`src/rtl/idle_to_pkg.sv`:
```
package idle_to_pkg;
  typedef enum logic [1:0] {
    ST_WAIT = 2'd0,
    ST_RUN  = 2'd1,
    ST_DONE = 2'd2
  } idleState_t;

  typedef struct packed {
    logic reload;
    logic clearPre;
    logic step;
  } dpCtrl_t;
endpackage

```
`src/rtl/idle_to_dp.sv`:
```
module idle_to_dp
  import idle_to_pkg::*;
#(
  parameter int VAL_W = 8,
  parameter int PRE_W = 2
) (
  input  logic             clk,
  input  logic             rstN,
  input  dpCtrl_t          ctl,
  input  logic [VAL_W-1:0] loadVal,
  output logic             lastStep
);
  localparam logic [PRE_W-1:0] PRE_MAX = '1;
  localparam logic [VAL_W-1:0] CNT_ONE = VAL_W'(1);

  logic [VAL_W-1:0] cnt;
  logic [PRE_W-1:0] pre;

  always_ff @(posedge clk or negedge rstN) begin
    if (!rstN) begin
      cnt <= '0;
      pre <= '0;
    end else if (ctl.reload) begin
      cnt <= loadVal;
      pre <= '0;
    end else if (ctl.clearPre) begin
      pre <= '0;
    end else if (ctl.step) begin
      pre <= pre + 1'b1;
      if (pre == PRE_MAX && cnt != '0) cnt <= cnt - 1'b1;
    end
  end

  assign lastStep = (pre == PRE_MAX) && (cnt == CNT_ONE);

  // a reload leaves the prescaler cleared
  p_reload_clears_r4: assert property (@(posedge clk) disable iff (!rstN)
    ctl.reload |=> (pre == '0));
  // an exhausted count never wraps
  p_no_wrap_r9: assert property (@(posedge clk) disable iff (!rstN)
    (cnt == '0 && !ctl.reload) |=> (cnt == '0));
endmodule

```
`src/rtl/idle_to_ctrl.sv`:
```
module idle_to_ctrl
  import idle_to_pkg::*;
#(
  parameter int VAL_W = 8
) (
  input  logic             clk,
  input  logic             rstN,
  input  logic             bitTick,
  input  logic             charRcvd,
  input  logic             startCmd,
  input  logic [VAL_W-1:0] toValue,
  input  logic             lastStep,
  output dpCtrl_t          ctl,
  output logic             timeoutFlag
);
  idleState_t state, stateNxt;
  logic expire;

  always_comb begin
    ctl.reload   = charRcvd && !startCmd;
    ctl.clearPre = startCmd;
    ctl.step     = (state == ST_RUN) && bitTick && !charRcvd && !startCmd;
  end

  assign expire = ctl.step && lastStep;

  always_comb begin
    stateNxt = state;
    if (startCmd)      stateNxt = ST_WAIT;
    else if (charRcvd) stateNxt = (toValue != '0) ? ST_RUN : ST_WAIT;
    else if (expire)   stateNxt = ST_DONE;
  end

  always_ff @(posedge clk or negedge rstN) begin
    if (!rstN) begin
      state       <= ST_WAIT;
      timeoutFlag <= 1'b0;
    end else begin
      state <= stateNxt;
      if (startCmd)    timeoutFlag <= 1'b0;
      else if (expire) timeoutFlag <= 1'b1;
    end
  end

  // the flag rises only out of an active countdown
  p_rise_from_run_r3: assert property (@(posedge clk) disable iff (!rstN)
    $rose(timeoutFlag) |-> ($past(state) == ST_RUN));
  // the flag holds until a start command
  p_flag_sticky_r5: assert property (@(posedge clk) disable iff (!rstN)
    (timeoutFlag && !startCmd) |=> timeoutFlag);
  // a start command clears the flag and re-enters the wait
  p_start_clears_r6: assert property (@(posedge clk) disable iff (!rstN)
    startCmd |=> (!timeoutFlag && state == ST_WAIT));
  // a zero value never starts a countdown
  p_zero_disables_r1: assert property (@(posedge clk) disable iff (!rstN)
    (charRcvd && toValue == '0) |=> (state != ST_RUN));
endmodule

```
`src/rtl/rx_idle_timeout.sv`:
```
module rx_idle_timeout
  import idle_to_pkg::*;
#(
  parameter int VAL_W = 8,
  parameter int PRE_W = 2
) (
  input  logic             clk,
  input  logic             rstN,
  input  logic             bitTick,
  input  logic             charRcvd,
  input  logic [VAL_W-1:0] toValue,
  input  logic             startCmd,
  output logic             timeoutFlag
);
  dpCtrl_t ctl;
  logic    lastStep;

  idle_to_ctrl #(.VAL_W(VAL_W)) u_ctrl (
    .clk(clk), .rstN(rstN), .bitTick(bitTick), .charRcvd(charRcvd),
    .startCmd(startCmd), .toValue(toValue), .lastStep(lastStep),
    .ctl(ctl), .timeoutFlag(timeoutFlag)
  );

  idle_to_dp #(.VAL_W(VAL_W), .PRE_W(PRE_W)) u_dp (
    .clk(clk), .rstN(rstN), .ctl(ctl), .loadVal(toValue), .lastStep(lastStep)
  );
endmodule

```
`config.mk`:
```
export PLATFORM = sky130hd
export DESIGN_NAME = rx_idle_timeout
export DESIGN_NICKNAME = d
export VERILOG_FILES = /design/src/rtl/idle_to_pkg.sv /design/src/rtl/idle_to_dp.sv /design/src/rtl/idle_to_ctrl.sv /design/src/rtl/rx_idle_timeout.sv
export SDC_FILE = /design/constraint.sdc
export NUM_CORES = 1
export LEC_CHECK = 0
export BUFFER_PORTS_ARGS = -buffer_cell sky130_fd_sc_hd__buf_2
export CORE_MARGIN = 2
export CORE_UTILIZATION = 30
export DETAILED_ROUTE_END_ITERATION = 10
export GPL_TIMING_DRIVEN = 0
export PLACE_DENSITY_LB_ADDON = 0.12
export SLEW_MARGIN = 10
export SYNTH_ARGS = -nofsm -noshare
export SYNTH_HDL_FRONTEND = slang
export SYNTH_SLANG_ARGS = --single-unit
```
`constraint.sdc`:
```
create_clock -name clk -period 2.1 [get_ports clk]
set_clock_uncertainty 0.1 [all_clocks]
set_input_delay 0.525 -clock clk [delete_from_list [all_inputs] [get_ports clk]]
set_output_delay 0.525 -clock clk [all_outputs]
set_load 0.1 [all_outputs]
```
Word-level counts from Yosys, hierarchy flattened
Cells that the tools add are included.
W data, S select, Z words.
{ "classes": {"addsub": 2, "eq_ne": 4, "n_mux": 13, "reduce_logical": 17} }
{ "op_table": {"columns": ["cell", "n"], "rows": [
  ["$mux W8", 4],
  ["$reduce_bool A8 Y1", 2],
  ["$mux W2", 6],
  ["$eq A8 B1 Y1 const B", 1],
  ["$sub A8 B1 Y8 const B", 1],
  ["$logic_and A1 B1 Y1", 7],
  ["$reduce_bool A2 Y1", 3],
  ["$reduce_bool A3 Y1", 2],
  ["$mux W1", 3],
  ["$reduce_and A3 Y1", 1],
  ["$add A2 B1 Y2 const B", 1],
  ["$eq A2 B1 Y1 const B", 1],
  ["$eq A2 B2 Y1 const B", 1],
  ["$logic_not A1 Y1", 2],
  ["$ne A2 B1 Y1 const B", 1]
]} }
{ "word_totals": {"regBits": 13, "in_bits": 13, "output_inout_bits": 1, "word_cells": 40} }

Logic depth before layout (Yosys ltp)
{ "depth": {"ltp_word": 8, "depth_mapped": 6, "depth_no_buf": 6} }

By module
Synthesis repeated with hierarchy kept, for this count alone.
{ "hier_totals": {"cells_unflattened": 90, "hier_area_um2": 832.0} }
{ "by_module_without_submodules": {"columns": ["module", "n_inst", "cells_each", "area_per_inst_um2"], "rows": [
  ["idle_to_dp", 1, 73, 658.1],
  ["idle_to_ctrl", 1, 17, 173.9]
]} }

Worst setup path after synthesis
OpenSTA, ideal clock, no wires.
{ "synth_path": {"kind": "register -> register", "startpoint": "register u_dp.cnt[1]", "endpoint": "register u_dp.cnt[6]", "setup_time_ns": 0.127, "arrival_ns": 1.553, "required_ns": 1.873, "path_slack_ns": 0.320, "stages_incl_launch_ff": 7, "n_path_buf": 0, "path_cell_list": "dfrtp_1 -> inv_1 -> ha_1 -> or3b_1 -> o31a_1 -> o211ai_1 -> nand3_1"} }
{ "synth_via": {"elab_chain_len": 5} }
{ "synth_rtl": {"columns": ["item", "line_no", "text"], "rows": [
  ["start: declaration", "idle_to_dp.sv:16", "logic [VAL_W-1:0] cnt;"],
  ["start signal: assignment", "idle_to_dp.sv:24", "cnt <= loadVal;"],
  ["start signal: assignment", "idle_to_dp.sv:30", "if (pre == PRE_MAX && cnt != '0) cnt <= cnt - 1'b1;"],
  ["$sub A8 B1 Y8", "idle_to_dp.sv:30", null],
  ["$mux W8", "idle_to_dp.sv:30", null],
  ["$mux W8", "idle_to_dp.sv:28", "end else if (ctl.step) begin"],
  ["$mux W8", "idle_to_dp.sv:26", "end else if (ctl.clearPre) begin"],
  ["$mux W8", "idle_to_dp.sv:23", "end else if (ctl.reload) begin"]
]} }
Parallel ways exist; a longest one is shown, timed or not. The select of a mux whose other input is x is not followed.
A chain may end at the register's enable or synchronous reset.

Worst setup path after layout
{ "layout_path": {"startpoint": "register u_dp.cnt[0]", "endpoint": "register u_dp.cnt[6]"} }
Same word-level chain as after synthesis.

==> flow_summary_export.csv <==
group,metric,value,unit
floorplanning,start_util,31.30,%
status,status,"completed",
power_and_ir_drop,combPwrFrac,19.4,%
yosys,syn-instance-count,86,
route,drc,0,
yosys,synth_flop_cell,"dfrtp_1",
job,drv_cap,0,
route,vias_per_cell,5.328,
clocking,clock_latency,0.27,ns
placement,hpwl,1.496,mm
yosys,synth-seq-cells,13,
sta,rsz0062_at_grt,"no",
power_and_ir_drop,power_frac_clock,27.4,%
clocking,ctsResizeCount,0,
sta,finalSetupTns,0,ns
floorplanning,dieWidth,57.18,um
critical_path,critPathKind,"reg2reg",
sta,relSlewSlack,66.95,%
global_route,grt_pass1_wl,3.360,mm
sta,min_period_over_period,92.62,%
clocking,numCtsBuffers,3,
global_route,antenna_found_initial,0,
yosys,synth.distinct_cells,37,
power_and_ir_drop,power_density,581.5,nW/um^2
floorplanning,pin_count,14,
placement,dp.cells,130,
critical_path,worstSetupStartpointType,"flop",
yosys,syn_area,848.3,sq um
floorplanning,core-area,2710,sq um
clocking,cts_root_buffer,"clkbuf_4",
yosys,yosysWarnings,0,
yosys,synth_seq_area_share,38.35,%
sta,post-route-min-period,1.945,ns
yosys,synth.area.top_cells,"dfrtp_1, ha_1, nand3_1",
sta,setup_viol,0,
power_and_ir_drop,p_sw_share,30.23,%
critical_path,worstPathMaxFanout,6,
yosys,syn_avg_cell_area,9.864,sq um
yosys,yosysMostFrequentCell,"dfrtp_1",
hold_path,hp-class,"in2async",
critical_path,endpoint_kind,"flop",
yosys,synthTopCellsByCount,"dfrtp_1, nand3_1, nand2_1",
sta,final_max_slew_viol_count,0,
clocking,clock_sinks,13,
clocking,clkTransAtPathRegs,0.08,ns
yosys,synth_edf_count,0,
floorplanning,rows,19,
route,avgRoutedWirePerCell,14.50,um
global_route,grt_use_total,13.48,%
power_and_ir_drop,sequentialPowerShare,53.2,%
finish,area_growth,15.34,%
placement,gp_congestion,0.8275,
floorplanning,dieArea,3269,sq um
finish,stdcell_count,134,
placement,io_buffers,13,
sta,finalHoldViolCount,0,
power_and_ir_drop,cell_internal_pwr,397.0,uW
yosys,synthArstFlopShare,100.0,%
global_route,grt_start_max_net_pins,14,
critical_path,worstPathArrival,2.00,ns
power_and_ir_drop,power_leakage,0.4577,nW
critical_path,ff2ff_setup_slack,0.15,ns
finish,drive_above_1_share,28.16,%
route,ant_nets,0,
clocking,cts_setup_buffers,0,
yosys,yosysTopAreaCell,"dfrtp_1",
yosys,syn-num-nets,103,
global_route,grt_pass1_vias,756,
clocking,cts.path.max_buffers,2,
route,drtIter0Drc,17,
floorplanning,die_y,57.18,um
sta,max_freq,514.1,MHz
global_route,overflow,0,
finish,finalNetCount,121,
power_and_ir_drop,p_sw,172.0,uW
critical_path,required,2.16,ns
route,vias,714,
sta,worst_pin_slew,0.4947,ns
clocking,holdBufCountCts,0,
power_and_ir_drop,vdd_drop_max,272.5,uV
clocking,tritoncts,"built",
yosys,synth_top_area_share,38.35,%
finish,antennaDiodeCount,0,
route,drt-pass1-iter-count,3,
route,wirelength,1.943,mm
finish,fill_cells,306,
clocking,cts-htree-levels,1,
[final cells by class]
cell class | instances | area (sq um) | share of cell area, %
plain buffers | 3 | 26.28 | 2.685
clock buffers | 4 | 26.28 | 2.685
inverters | 4 | 15.01 | 1.535
multi-input cells | 66 | 481.7 | 49.23
flip-flops and latches | 13 | 325.3 | 33.25
well taps | 31 | 38.79 | 3.964
repair buffers | 13 | 65.06 | 6.650
[logic make-up (layout without fill, tap and decap cells)]
kind of cell / Yosys count / count (layout) / share of synthesized area (%)
XOR/XNOR: 1 / 1 / 1.033
AND/OR/NAND/NOR: 42 / 42 / 31.86
flip-flops: 13 / 13 / 38.35
buffers and inverters: 7 / 24 / 4.866
adder cells (fa/ha/maj): 4 / 4 / 5.900
multiplexers: 1 / 1 / 1.180
AO/OA/AOI/OAI: 18 / 18 / 16.81
[per-stage QoR]
step	total power [mW]	worst slack (ns)	utilization (%)	hold WS [ns]	area [sq um]
floorplan	0.3757	0.3199	-	0.1294	848.3
global placement	0.4178	0.1640	35.13	0.3420	952.2
detailed placement	0.4192	0.1410	35.13	0.3390	952.2
CTS	0.5864	0.1276	36.10	0.02585	978.4
global route	0.6177	0.001031	36.10	0.02956	978.4
finish	0.5690	0.1550	36.10	0.03135	978.4
[worst max-delay path: stages (launching register included)]
cell and delay [ns]:
dfrtp_1 0.45, inv_1 0.14, ha_1 0.23, or3b_1 0.41
o31a_1 0.25, o211ai_1 0.16, nand3_1 0.10
[sequential cells by signal, indices dropped and copies added (netlist names)]
register,flops
u_ctrl.timeoutFlag,1
u_ctrl.state,2
u_dp.cnt,8
u_dp.pre,2
[layout by cell type, fill, tap and decap left out, types with 3 or more instances in the layout]
cell | synthesis | final
inv_1 | 4 | 3
dfrtp_1 | 13 | 13
a31o_2 | 3 | 3
clkbuf_4 | 0 | 3
nor4_1 | 4 | 4
nand2_1 | 7 | 7
nand3_1 | 8 | 8
buf_2 | 0 | 13
ha_1 | 4 | 4
nor2_1 | 6 | 6
a21oi_1 | 3 | 3
[layer usage]
metal | track usage (%) | vias up | share of wire [%]
met1 | 18.36 | 348 | 50
li1 | - | 357 | -
met2 | 21.02 | 7 | 46
met4 | 5.980 | 0 | 0.87
met3 | 2.268 | 2 | 2.9
met5 | 0 | - | 0
[power by group through the flow]
stage	Clock, mW	Combinational, mW	Sequential [mW]
after CTS	0.172	0.112	0.303
after floorplan	0	0.0760	0.300
final	0.156	0.110	0.303
after global routing	0.185	0.125	0.308
after detailed placement	0	0.112	0.308
after global placement	0	0.111	0.307
[path summary, 6_finish.rpt]
kind                                       from         endpoint  depth (start not counted)
worst max-delay path                u_dp.cnt[0]      u_dp.cnt[6]                          6
worst min-delay path                       rstN      u_dp.cnt[6]                          1
worst max register to register      u_dp.cnt[0]      u_dp.cnt[6]                          6
worst min register to register  u_ctrl.state[1]  u_ctrl.state[1]                          2
max in group asynchronous                  rstN      u_dp.cnt[0]                          1
min in group clk                u_ctrl.state[1]  u_ctrl.state[1]                          2
Note: power is estimated with default switching activity, not from simulation.
